===== src/rtl/ldpc_bf_pkg.sv =====
package ldpc_bf_pkg;

  // Default code: 6 bits, 4 checks of weight 3, each bit in 2 checks.
  localparam int DEF_N_BITS   = 6;
  localparam int DEF_N_CHECKS = 4;

  // Row r lives in bits [r*6 +: 6]; bit i of a row marks word bit i.
  localparam logic [DEF_N_CHECKS*DEF_N_BITS-1:0] DEF_H_MAT = {
    6'b101100,   // check 3: bits 2,3,5
    6'b110001,   // check 2: bits 0,4,5
    6'b010110,   // check 1: bits 1,2,4
    6'b001011    // check 0: bits 0,1,3
  };

  localparam int DEF_N_STAGES = 2;

endpackage


===== src/rtl/ldpc_check_node.sv =====
module ldpc_check_node #(
  parameter int              N_BITS = 6,
  parameter logic [N_BITS-1:0] ROW  = '1
)(
  input  logic [N_BITS-1:0] word,
  output logic [N_BITS-1:0] pred,
  output logic              fail
);

  logic par;

  assign par  = ^(word & ROW);
  assign fail = par;

  // Value each covered bit would need so that the check sums to zero:
  // the XOR of the other covered bits, i.e. total parity with own bit removed.
  for (genvar j = 0; j < N_BITS; j++) begin : g_pred
    if (ROW[j]) begin : g_member
      assign pred[j] = par ^ word[j];
    end else begin : g_none
      assign pred[j] = 1'b0;
    end
  end

endmodule


===== src/rtl/ldpc_bit_node.sv =====
module ldpc_bit_node #(
  parameter int                N_CHECKS = 4,
  parameter logic [N_CHECKS-1:0] COL    = '1
)(
  input  logic                cur,
  input  logic [N_CHECKS-1:0] preds,
  output logic                nxt
);

  function automatic int weight(logic [N_CHECKS-1:0] v);
    int n = 0;
    for (int r = 0; r < N_CHECKS; r++) if (v[r]) n++;
    return n;
  endfunction

  localparam int DEG  = weight(COL);
  localparam int HALF = DEG / 2;

  int against;

  always_comb begin
    against = 0;
    for (int r = 0; r < N_CHECKS; r++) begin
      if (COL[r] && (preds[r] != cur)) against = against + 1;
    end
  end

  // Strict majority flips; a tie keeps the current value.
  assign nxt = (against > HALF) ? ~cur : cur;

endmodule


===== src/rtl/ldpc_syndrome.sv =====
module ldpc_syndrome #(
  parameter int N_BITS   = 6,
  parameter int N_CHECKS = 4,
  parameter logic [N_CHECKS*N_BITS-1:0] H_MAT = '0
)(
  input  logic [N_BITS-1:0] word,
  output logic              zero
);

  logic [N_CHECKS-1:0] odd;

  for (genvar r = 0; r < N_CHECKS; r++) begin : g_row
    assign odd[r] = ^(word & H_MAT[r*N_BITS +: N_BITS]);
  end

  assign zero = ~|odd;

endmodule


===== src/rtl/ldpc_pipe_reg.sv =====
module ldpc_pipe_reg #(
  parameter int W = 8
)(
  input  logic         clk,
  input  logic         rst,
  input  logic         in_valid,
  input  logic [W-1:0] in_data,
  output logic         out_valid,
  output logic [W-1:0] out_data
);

  always_ff @(posedge clk) begin
    if (rst) begin
      out_valid <= 1'b0;
      out_data  <= '0;
    end else begin
      out_valid <= in_valid;
      out_data  <= in_data;
    end
  end

endmodule


===== src/rtl/ldpc_bf_stage.sv =====
module ldpc_bf_stage #(
  parameter int N_BITS   = 6,
  parameter int N_CHECKS = 4,
  parameter logic [N_CHECKS*N_BITS-1:0] H_MAT = '0,
  parameter int IDX      = 0,
  parameter int TAG_W    = 2,
  parameter int NEVER    = 3
)(
  input  logic [N_BITS-1:0] in_word,
  input  logic [TAG_W-1:0]  in_tag,
  output logic [N_BITS-1:0] out_word,
  output logic [TAG_W-1:0]  out_tag
);

  localparam logic [TAG_W-1:0] NEVER_T = TAG_W'(NEVER);
  localparam logic [TAG_W-1:0] IDX_T   = TAG_W'(IDX);

  function automatic logic [N_CHECKS-1:0] col_of(int j);
    logic [N_CHECKS-1:0] c;
    for (int r = 0; r < N_CHECKS; r++) c[r] = H_MAT[r*N_BITS + j];
    return c;
  endfunction

  logic [N_BITS-1:0]   pred [N_CHECKS];
  logic [N_CHECKS-1:0] fails;

  for (genvar r = 0; r < N_CHECKS; r++) begin : g_chk
    ldpc_check_node #(
      .N_BITS (N_BITS),
      .ROW    (H_MAT[r*N_BITS +: N_BITS])
    ) u_chk (
      .word (in_word),
      .pred (pred[r]),
      .fail (fails[r])
    );
  end

  for (genvar j = 0; j < N_BITS; j++) begin : g_bit
    logic [N_CHECKS-1:0] col_pred;

    always_comb begin
      for (int r = 0; r < N_CHECKS; r++) col_pred[r] = pred[r][j];
    end

    ldpc_bit_node #(
      .N_CHECKS (N_CHECKS),
      .COL      (col_of(j))
    ) u_bit (
      .cur   (in_word[j]),
      .preds (col_pred),
      .nxt   (out_word[j])
    );
  end

  // The word entering this stage has seen IDX updates; record that count
  // if it is the first point where every check is satisfied.
  assign out_tag = ((in_tag == NEVER_T) && (fails == '0)) ? IDX_T : in_tag;

endmodule


===== src/rtl/ldpc_bf_decoder.sv =====
module ldpc_bf_decoder
  import ldpc_bf_pkg::*;
#(
  parameter int N_BITS   = DEF_N_BITS,
  parameter int N_CHECKS = DEF_N_CHECKS,
  parameter logic [N_CHECKS*N_BITS-1:0] H_MAT = DEF_H_MAT,
  parameter int N_STAGES = DEF_N_STAGES,
  parameter logic [N_STAGES-1:0] REG_MASK = '1,
  localparam int TAG_W = $clog2(N_STAGES + 2)
)(
  input  logic              clk,
  input  logic              rst,
  input  logic              in_valid,
  input  logic [N_BITS-1:0] in_word,
  output logic              out_valid,
  output logic [N_BITS-1:0] out_word,
  output logic              out_syn_ok,
  output logic [TAG_W-1:0]  out_first_ok
);

  localparam int NEVER = N_STAGES + 1;
  localparam int PW    = TAG_W + N_BITS;
  localparam logic [TAG_W-1:0] NEVER_T = TAG_W'(NEVER);
  localparam logic [TAG_W-1:0] LAST_T  = TAG_W'(N_STAGES);

  logic [N_STAGES:0] v_c;
  logic [N_BITS-1:0] w_c [N_STAGES+1];
  logic [TAG_W-1:0]  t_c [N_STAGES+1];

  assign v_c[0] = in_valid;
  assign w_c[0] = in_word;
  assign t_c[0] = NEVER_T;

  for (genvar s = 0; s < N_STAGES; s++) begin : g_stage
    logic [N_BITS-1:0] sw;
    logic [TAG_W-1:0]  st;

    ldpc_bf_stage #(
      .N_BITS   (N_BITS),
      .N_CHECKS (N_CHECKS),
      .H_MAT    (H_MAT),
      .IDX      (s),
      .TAG_W    (TAG_W),
      .NEVER    (NEVER)
    ) u_stage (
      .in_word  (w_c[s]),
      .in_tag   (t_c[s]),
      .out_word (sw),
      .out_tag  (st)
    );

    // The last stage always feeds the output register, so its mask bit is unused.
    if ((s < N_STAGES - 1) && REG_MASK[s]) begin : g_reg
      logic [PW-1:0] q;

      ldpc_pipe_reg #(
        .W (PW)
      ) u_reg (
        .clk       (clk),
        .rst       (rst),
        .in_valid  (v_c[s]),
        .in_data   ({st, sw}),
        .out_valid (v_c[s+1]),
        .out_data  (q)
      );

      assign w_c[s+1] = q[N_BITS-1:0];
      assign t_c[s+1] = q[PW-1:N_BITS];
    end else begin : g_thru
      assign v_c[s+1] = v_c[s];
      assign w_c[s+1] = sw;
      assign t_c[s+1] = st;
    end
  end

  logic             fin_zero;
  logic [TAG_W-1:0] fin_tag;

  ldpc_syndrome #(
    .N_BITS   (N_BITS),
    .N_CHECKS (N_CHECKS),
    .H_MAT    (H_MAT)
  ) u_final (
    .word (w_c[N_STAGES]),
    .zero (fin_zero)
  );

  assign fin_tag = ((t_c[N_STAGES] == NEVER_T) && fin_zero) ? LAST_T : t_c[N_STAGES];

  always_ff @(posedge clk) begin
    if (rst) begin
      out_valid    <= 1'b0;
      out_word     <= '0;
      out_syn_ok   <= 1'b0;
      out_first_ok <= '0;
    end else begin
      out_valid    <= v_c[N_STAGES];
      out_word     <= w_c[N_STAGES];
      out_syn_ok   <= fin_zero;
      out_first_ok <= fin_tag;
    end
  end

endmodule


===== config.mk =====
export PLATFORM = sky130hd
export DESIGN_NAME = ldpc_bf_decoder
export DESIGN_NICKNAME = d
export VERILOG_FILES = /design/src/rtl/ldpc_bf_pkg.sv /design/src/rtl/ldpc_check_node.sv /design/src/rtl/ldpc_bit_node.sv /design/src/rtl/ldpc_syndrome.sv /design/src/rtl/ldpc_pipe_reg.sv /design/src/rtl/ldpc_bf_stage.sv /design/src/rtl/ldpc_bf_decoder.sv
export SDC_FILE = /design/constraint.sdc
export NUM_CORES = 1
export LEC_CHECK = 0
export ABC_AREA = 0
export BUFFER_PORTS_ARGS = -buffer_cell sky130_fd_sc_hd__buf_2
export CAP_MARGIN = 15
export CORE_ASPECT_RATIO = 1.4
export CORE_MARGIN = 2
export CORE_UTILIZATION = 40
export CTS_CLUSTER_DIAMETER = 30
export DETAILED_ROUTE_END_ITERATION = 8
export HOLD_SLACK_MARGIN = 0.15
export PLACE_DENSITY = 0.66
export SYNTH_ARGS = -nofsm -noshare
export SYNTH_HDL_FRONTEND = slang
export SYNTH_SLANG_ARGS = --single-unit

===== constraint.sdc =====
create_clock -name clk -period 1.7 [get_ports clk]
set_input_delay 0.34 -clock clk [delete_from_list [all_inputs] [get_ports clk]]
set_output_delay 0.34 -clock clk [all_outputs]
set_load 0.01 [all_outputs]

* Yosys cells after proc, flatten, opt, wreduce, memory -nomap -nowiden
Index checks and enable logic that the tools add are counted.
Storage, ports and cells: bits in registers 19, bits of input ports 9, logic and storage cells 151
Operators by class: add/subtract/negate cells 12, $lt $le $gt $ge 12, equality and inequality tests 26, muxes and demuxes 39, bitwise operators 36, reduce and logical (&&, ||, !) cells 19
Operators by type and width (number):
- $gt A32 B2 Y1 const B | 12
- $mux W32 | 12
- $reduce_xor A6 Y1 | 12
- $add A1 B1 Y2 const B | 12
- $mux W1 | 24
- $ne A1 B1 Y1 | 24
- $xor A1 B1 Y1 | 24
- $not A1 Y1 | 12
- $logic_not A4 Y1 | 2
- $mux W2 | 3
- $eq A2 B2 Y1 const B | 2
- $reduce_or A4 Y1 | 1
- $logic_and A1 B1 Y1 | 2
- $reduce_or A2 Y1 | 1
- $logic_not A1 Y1 | 1

* Depth between registers and ports, before layout
Gate-level depths: netlist of the first run.
word-level depth 13, mapped depth 5

* Cells and area by module
A second synthesis of the first run with hierarchy kept.
Unflattened totals: cell total of the unflattened synthesis 136, area total of the unflattened synthesis 1407.6 um^2
Modules (own cells, without submodules):
- ldpc_check_node | times used 8, cells each 8, area each 76.3 um^2, sequential area each 0.0 um^2
- ldpc_bf_decoder | times used 1, cells each 22, area each 276.5 um^2, sequential area each 200.2 um^2
- ldpc_pipe_reg | times used 1, cells each 18, area each 236.5 um^2, sequential area each 180.2 um^2
- ldpc_bit_node | times used 12, cells each 1, area each 11.3 um^2, sequential area each 0.0 um^2
- ldpc_syndrome | times used 1, cells each 12, area each 100.1 um^2, sequential area each 0.0 um^2
- ldpc_bf_stage at g_stage[0].u_stage | times used 1, cells each 3, area each 27.5 um^2, sequential area each 0.0 um^2
- ldpc_bf_stage at g_stage[1].u_stage | times used 1, cells each 5, area each 21.3 um^2, sequential area each 0.0 um^2

* Least setup slack after synthesis of the first run
Ideal clock, no wire load.
kind flip-flop to flip-flop, start register g_stage[0].g_reg.u_reg.out_data[0], end register out_first_ok[0], library setup time 0.115 ns, arrival time 1.305 ns, path slack 0.280 ns, cell stages (with the launch flop) 4, clock period less this slack 1.420 ns, cells stage by stage dfxtp_1 > clkbuf_1 > mux4_2 > and3_1
On the way: cells in the longest elaborated chain, start to end 13, elaborated cells on any way between the ends 50
RTL lines:
- from (decl) | RTL line ldpc_pipe_reg.sv:9 | output logic [W-1:0] out_data
- from (signal assigned) | RTL line ldpc_pipe_reg.sv:18 | out_data <= in_data;
- $reduce_xor A6 Y1 | RTL line ldpc_check_node.sv:12 | assign par = ^(word & ROW);
- $xor A1 B1 Y1 | RTL line ldpc_check_node.sv:19 | assign pred[j] = par ^ word[j];
- $ne A1 B1 Y1 | RTL line ldpc_bit_node.sv:24 | if (COL[r] && (preds[r] != cur)) against = against + 1;
- $mux W1 | RTL line ldpc_bit_node.sv:24
- $add A1 B1 Y2 | RTL line ldpc_bit_node.sv:24
- $mux W32 | RTL line ldpc_bit_node.sv:24
- $gt A32 B2 Y1 | RTL line ldpc_bit_node.sv:29 | assign nxt = (against > HALF) ? ~cur : cur;
- $mux W1 | RTL line ldpc_bit_node.sv:29
- $reduce_xor A6 Y1 | RTL line ldpc_syndrome.sv:13 | assign odd[r] = ^(word & H_MAT[r*N_BITS +: N_BITS]);
- $reduce_or A4 Y1 | RTL line ldpc_syndrome.sv:16 | assign zero = ~|odd;
- $logic_not A1 Y1 | RTL line ldpc_syndrome.sv:16
- $logic_and A1 B1 Y1 | RTL line ldpc_bf_decoder.sv:88 | assign fin_tag = ((t_c[N_STAGES] == NEVER_T) && fin_zero) ? LAST_T : t_c[N_STAGES];
- $reduce_or A2 Y1 (no line)
- to (signal assigned) | RTL line ldpc_bf_decoder.sv:100 | out_first_ok <= fin_tag;
- to (decl) | RTL line ldpc_bf_decoder.sv:18 | output logic [TAG_W-1:0] out_first_ok
Several ways; a longest one is shown, not always the timed one. A chain may end at the register's enable or synchronous reset.

* Final worst setup path of the first run
start register g_stage[0].g_reg.u_reg.out_data[4], end register out_first_ok[0]
The elaborated chain is that of the path after synthesis.

==> results of run 1 <==
## report_power, final
part	total (W)	leakage [nW]	switching (W)	internal, W
Sequential	0.000489	0.149	0.0000270	0.000462
Combinational	0.000263	0.365	0.000143	0.000120
Clock	0.000268	0.0210	0.000137	0.000131
## flip-flops by register name (all words and copies together) (netlist names)
signal / count
out_first_ok: 2
out_word: 6
out_syn_ok: 1
g_stage.g_reg.u_reg.out_valid: 1
out_valid: 1
g_stage.g_reg.u_reg.out_data: 7
## worst register-to-register path: cells and delay by family, from the launching register on
family | cells | cell delay, ps
DFF | 1 | 450
muxes | 1 | 290
AOI/OAI and AO/OA | 1 | 80
and+or+nand+nor | 2 | 660
## Yosys cell counts (3+ instances only)
cell	number	area share [%]
o22ai_1	4	2.4
buf_2	3	1.4
clkbuf_1	7	2.5
a21oi_1	14	6.7
o21ai_0	12	5.7
dfxtp_1	18	34
buf_6	3	3.2
nand2_1	16	5.7
xor2_1	22	18
nor2b_1	4	2.4
## layout by cell type (no fill, tap or decap), types with 2 or more instances in the layout
master / Yosys / layout
xor2_1: 22 / 22
dfxtp_1: 18 / 18
buf_2: 3 / 18
nand2_1: 16 / 16
a21oi_1: 14 / 14
o21ai_0: 12 / 12
buf_4: 1 / 5
nor2b_1: 4 / 4
o22ai_1: 4 / 4
clkbuf_4: 0 / 3
inv_1: 2 / 2
nand3_1: 2 / 2
or2b_1: 2 / 2
## logic make-up after synthesis
group	Yosys count	share of synthesized area (%)
compound gates	35	18.6
simple gates	33	17.2
xor+xnor	22	18.3
flops	18	34.2
buf+inv	16	8.55
mux	2	3.09
## final timing paths
kind	startpoint	end	slack (ps)	cells past startpoint
worst min register to register	g_stage[0].g_reg.u_reg.out_valid$_SDFF_PP0_	out_valid$_SDFF_PP0_	460	1
worst min-delay path	in_valid	g_stage[0].g_reg.u_reg.out_valid$_SDFF_PP0_	240	2
worst max register to register	g_stage[0].g_reg.u_reg.out_data[4]$_SDFF_PP0_	out_first_ok[0]$_SDFF_PP0_	190	4
worst max-delay path	g_stage[0].g_reg.u_reg.out_data[4]$_SDFF_PP0_	out_first_ok[0]$_SDFF_PP0_	190	4
## layout make-up
type	count	area [um2]	area share, %
timing repair buffer	23	128	10.8
sequential	18	360	30.5
clock buffer	4	36.3	3.08
tap	36	45.0	3.82
multi-input combinational	92	603	51.1
inverter	2	7.51	0.636
## through the flow
| step | utilization (%) | power, W | std cells | setup WS (ps) |
|---|---|---|---|---|
| floorplan | - | 0.000704 | 126 | 280 |
| global placement | 44.7 | 0.000750 | 171 | 248 |
| detailed placement | 44.7 | 0.000761 | 171 | 203 |
| CTS | 46.1 | 0.00102 | 175 | 163 |
| global route | 46.1 | 0.00108 | 175 | 102 |
| finish | 46.1 | 0.00102 | 175 | 186 |
## per-layer routing
metal	track usage [%]	vias to the layer above	wire length [um]
li1	-	456	-
met3	1.67	5	48
met5	0	-	0
met1	18.4	397	838
met4	7.29	0	48
met2	25.5	17	1010
==> results_dict.tcl, run 1 <==
set metrics [dict create \
    die_y_um 64.7 \
    synth_flop_cell "dfxtp_1" \
    ys_seq_area_share_pct 34.2 \
    rsz0062_at_grt "no" \
    async_flop_share_pct 0 \
    synth_edf_count 0 \
    wire_per_inst_um 11.1 \
    post_cts_buffers 0 \
    critPathRequiredTime_ps 1950 \
    dpl-instance-area_mm2 0.00114 \
    fin_crit_ps 1510 \
    cts_tree "built" \
    antenna_left 0 \
    syn_inst 126 \
    p_leak_nw 0.535 \
    core_mm2 0.00256 \
    nFillCells 256 \
    rows 22 \
    portBuffers 18 \
    grt_start_max_net_pins 18 \
    hold_viol 0 \
    path_buf_inv 0 \
    synth.distinct_cells 30 \
    cts_resized 0 \
    cts_buffers 3 \
    worst-path-max-fanout 8 \
    drtPass1Iterations 4 \
    die_x_um 47.4 \
    syn_nets 135 \
    ys_ff_latch 18 \
    syn_avg_cell_area_um2 8.36 \
    max_stage_delay_ps 510 \
    hpwl_mm 1.39 \
    worstMarginPinSlew_ps 330 \
    clock-root-buffer "clkbuf_4" \
    post-route-drc-count 0 \
    syn_area_mm2 0.00105 \
    clock_path_buffers 2 \
    track_usage_pct 15.3 \
    fin_skew_ps 0.797 \
    clock_latency_ps 300 \
    cp-start-kind "flop" \
    initial_utilization_pct 41.2 \
    numClockSinks 18 \
    hold-worst-slack_ps 244 \
    tns_ps 0 \
    htreeDepth 1 \
    antenna_found_initial 0 \
    vias_per_cell 5.00 \
    fmax_mhz 660 \
    path_class "reg2reg" \
    cp_slowest_cell "or4bb_1" \
    post-route-cell-area_mm2 0.00118 \
    drt-initial-drc-count 13 \
    period_share_pct 89.1 \
    gp_routability_congestion 0.789 \
    nNetsFinal 149 \
    drive_above_1_share_pct 23.0 \
    slew_headroom_pct 78.0 \
    arrival_ps 1760 \
    powerDensity_mw_per_mm2 864 \
    max-vdd-ir-drop_mv 0.331 \
    final-max-slew-violation-count 0 \
    setup_viol 0 \
    path_clk_slew_ps 100 \
    yosys_warnings 0 \
    n_antenna_cell 0 \
    min_path_type "in2reg" \
    status "complete, no violations" \
    vias 875 \
    max_cap_violations 0 \
    crit_chain "or4bb_1 > o31ai_1 > mux4_2 > and3_1" \
    routed_wl_mm 1.94 \
    postCtsHoldBufs 0 \
    grt-ovfl-total 0 \
    grt_pass1_vias 819 \
    end_kind "flop" \
    pin_count 19 \
    cp_top_family "simple AND/OR/NAND/NOR gates" \
    die_area_mm2 0.00307 \
    syn_to_final_growth_pct 12.0 \
    grt_pass1_wl_mm 3.47 \
]
(Power assumes the default switching activity.)
==> inputs of run 2 (changes only) <==
Settings changed: PLACE_DENSITY 0.66 to default.
==> results_dict.tcl, run 2 (same netlist as run 1, synthesis figures left out) <==
set metrics [dict create \
    initial_utilization_pct 41.2 \
    rsz0062_at_grt "no" \
    min_path_type "in2reg" \
    cts_tree "built" \
    grt_pass1_wl_mm 3.35 \
    portBuffers 18 \
    routed_wl_mm 1.93 \
    fmax_mhz 647 \
    track_usage_pct 15.1 \
    path_class "reg2reg" \
    worst-path-max-fanout 9 \
    period_share_pct 90.9 \
    largest_register "g_stage.g_reg.u_reg.out_data" \
    grt_start_max_net_pins 18 \
    hpwl_mm 1.44 \
    hold_viol 0 \
    drive_above_1_share_pct 23.6 \
    die_y_um 64.7 \
    tns_ps 0 \
    clock_latency_ps 300 \
    vias 873 \
    fin_skew_ps 2.80 \
    fin_crit_ps 1550 \
    arrival_ps 1800 \
    largest_registers "g_stage.g_reg.u_reg.out_data (7), out_word (6), out_first_ok (2)" \
    cts_buffers 3 \
    grt_pass1_vias 775 \
    die_x_um 47.4 \
    end_kind "flop" \
    wire_per_inst_um 11.0 \
    pin_count 19 \
    drt-initial-drc-count 14 \
    critPathRequiredTime_ps 1950 \
    max_cap_violations 0 \
    cts_resized 0 \
    postCtsHoldBufs 0 \
    worstMarginPinSlew_ps 323 \
    drtPass1Iterations 4 \
    antenna_found_initial 0 \
    cp-start-kind "flop" \
    post-route-util_pct 46.4 \
    antenna_left 0 \
    htreeDepth 1 \
    post-route-drc-count 0 \
    n_antenna_cell 0 \
    p_leak_nw 0.540 \
    nNetsFinal 150 \
    setup_viol 0 \
    powerDensity_mw_per_mm2 855 \
    clock_path_buffers 2 \
    syn_to_final_growth_pct 12.7 \
    largest_reg_flops 7 \
    max-vdd-ir-drop_mv 0.367 \
    status "complete, no violations" \
    grt-ovfl-total 0 \
    vias_per_cell 4.96 \
    hold_depth 2 \
    post_cts_buffers 0 \
    final_cell_mix "xor2_1 (22), dfxtp_1 (18), buf_2 (18)" \
    final-max-slew-violation-count 0 \
    ff2ff_path_depth 4 \
    gp_routability_congestion 0.774 \
    rows 22 \
    path_clk_slew_ps 100 \
    slew_headroom_pct 78.2 \
    clock-root-buffer "clkbuf_4" \
    die_area_mm2 0.00307 \
    core_mm2 0.00256 \
    final_common_cell "xor2_1" \
    numClockSinks 18 \
]
## run 2: cell types whose count changed in the layout (fill, tap and decap cells not counted)
cell   previous run  this run
buf_4             5         6
## run 2: report_power, final
group | internal (W) | total (W) | switching, W | leakage (nW)
Clock | 0.000131 | 0.000261 | 0.000131 | 0.0210
Combinational | 0.000123 | 0.000265 | 0.000142 | 0.370
Sequential | 0.000462 | 0.000489 | 0.0000268 | 0.149
Total | 0.000716 | 0.00101 | 0.000299 | 0.540
## run 2: path summary, 6_finish.rpt
kind | slack [ps] | to | from
max | 150 | out_first_ok[0]$_SDFF_PP0_ | g_stage[0].g_reg.u_reg.out_data[4]$_SDFF_PP0_
min | 250 | g_stage[0].g_reg.u_reg.out_valid$_SDFF_PP0_ | in_valid
max reg2reg | 150 | out_first_ok[0]$_SDFF_PP0_ | g_stage[0].g_reg.u_reg.out_data[4]$_SDFF_PP0_
min reg2reg | 460 | out_valid$_SDFF_PP0_ | g_stage[0].g_reg.u_reg.out_valid$_SDFF_PP0_
## run 2: area by class of cell
class	instances	area, um2
Clock buffer	4	36.3
Fill cell	260	1370
Inverter	2	7.51
Multi-Input combinational cell	92	603
Sequential cell	18	360
Tap cell	36	45.0
Timing Repair Buffer	24	135
## run 2: layer usage
metal / up-vias / routed length [um] / track usage (%)
li1: 450 / - / -
met1: 397 / 775 / 17.4
met2: 21 / 1020 / 24.0
met3: 5 / 63 / 1.95
met4: 0 / 70 / 11.1
met5: - / 0 / 0
## run 2: critical path, cell delays in order, from the launching register on
cell and delay [ps]:
dfxtp_1 460, or4bb_1 510, o31ai_1 80, mux4_2 290, and3_1 150
## run 2: stage by stage
stage	hold WS [ps]	cell area [um2]	instances	setup slack, ps	power, W
after CTS	237	1190	176	144	0.00103
after floorplan	414	1050	126	280	0.000704
after detailed placement	434	1150	172	165	0.000765
after global routing	233	1190	176	89.3	0.00109
after global placement	419	1150	172	185	0.000756
final	246	1190	176	154	0.00101
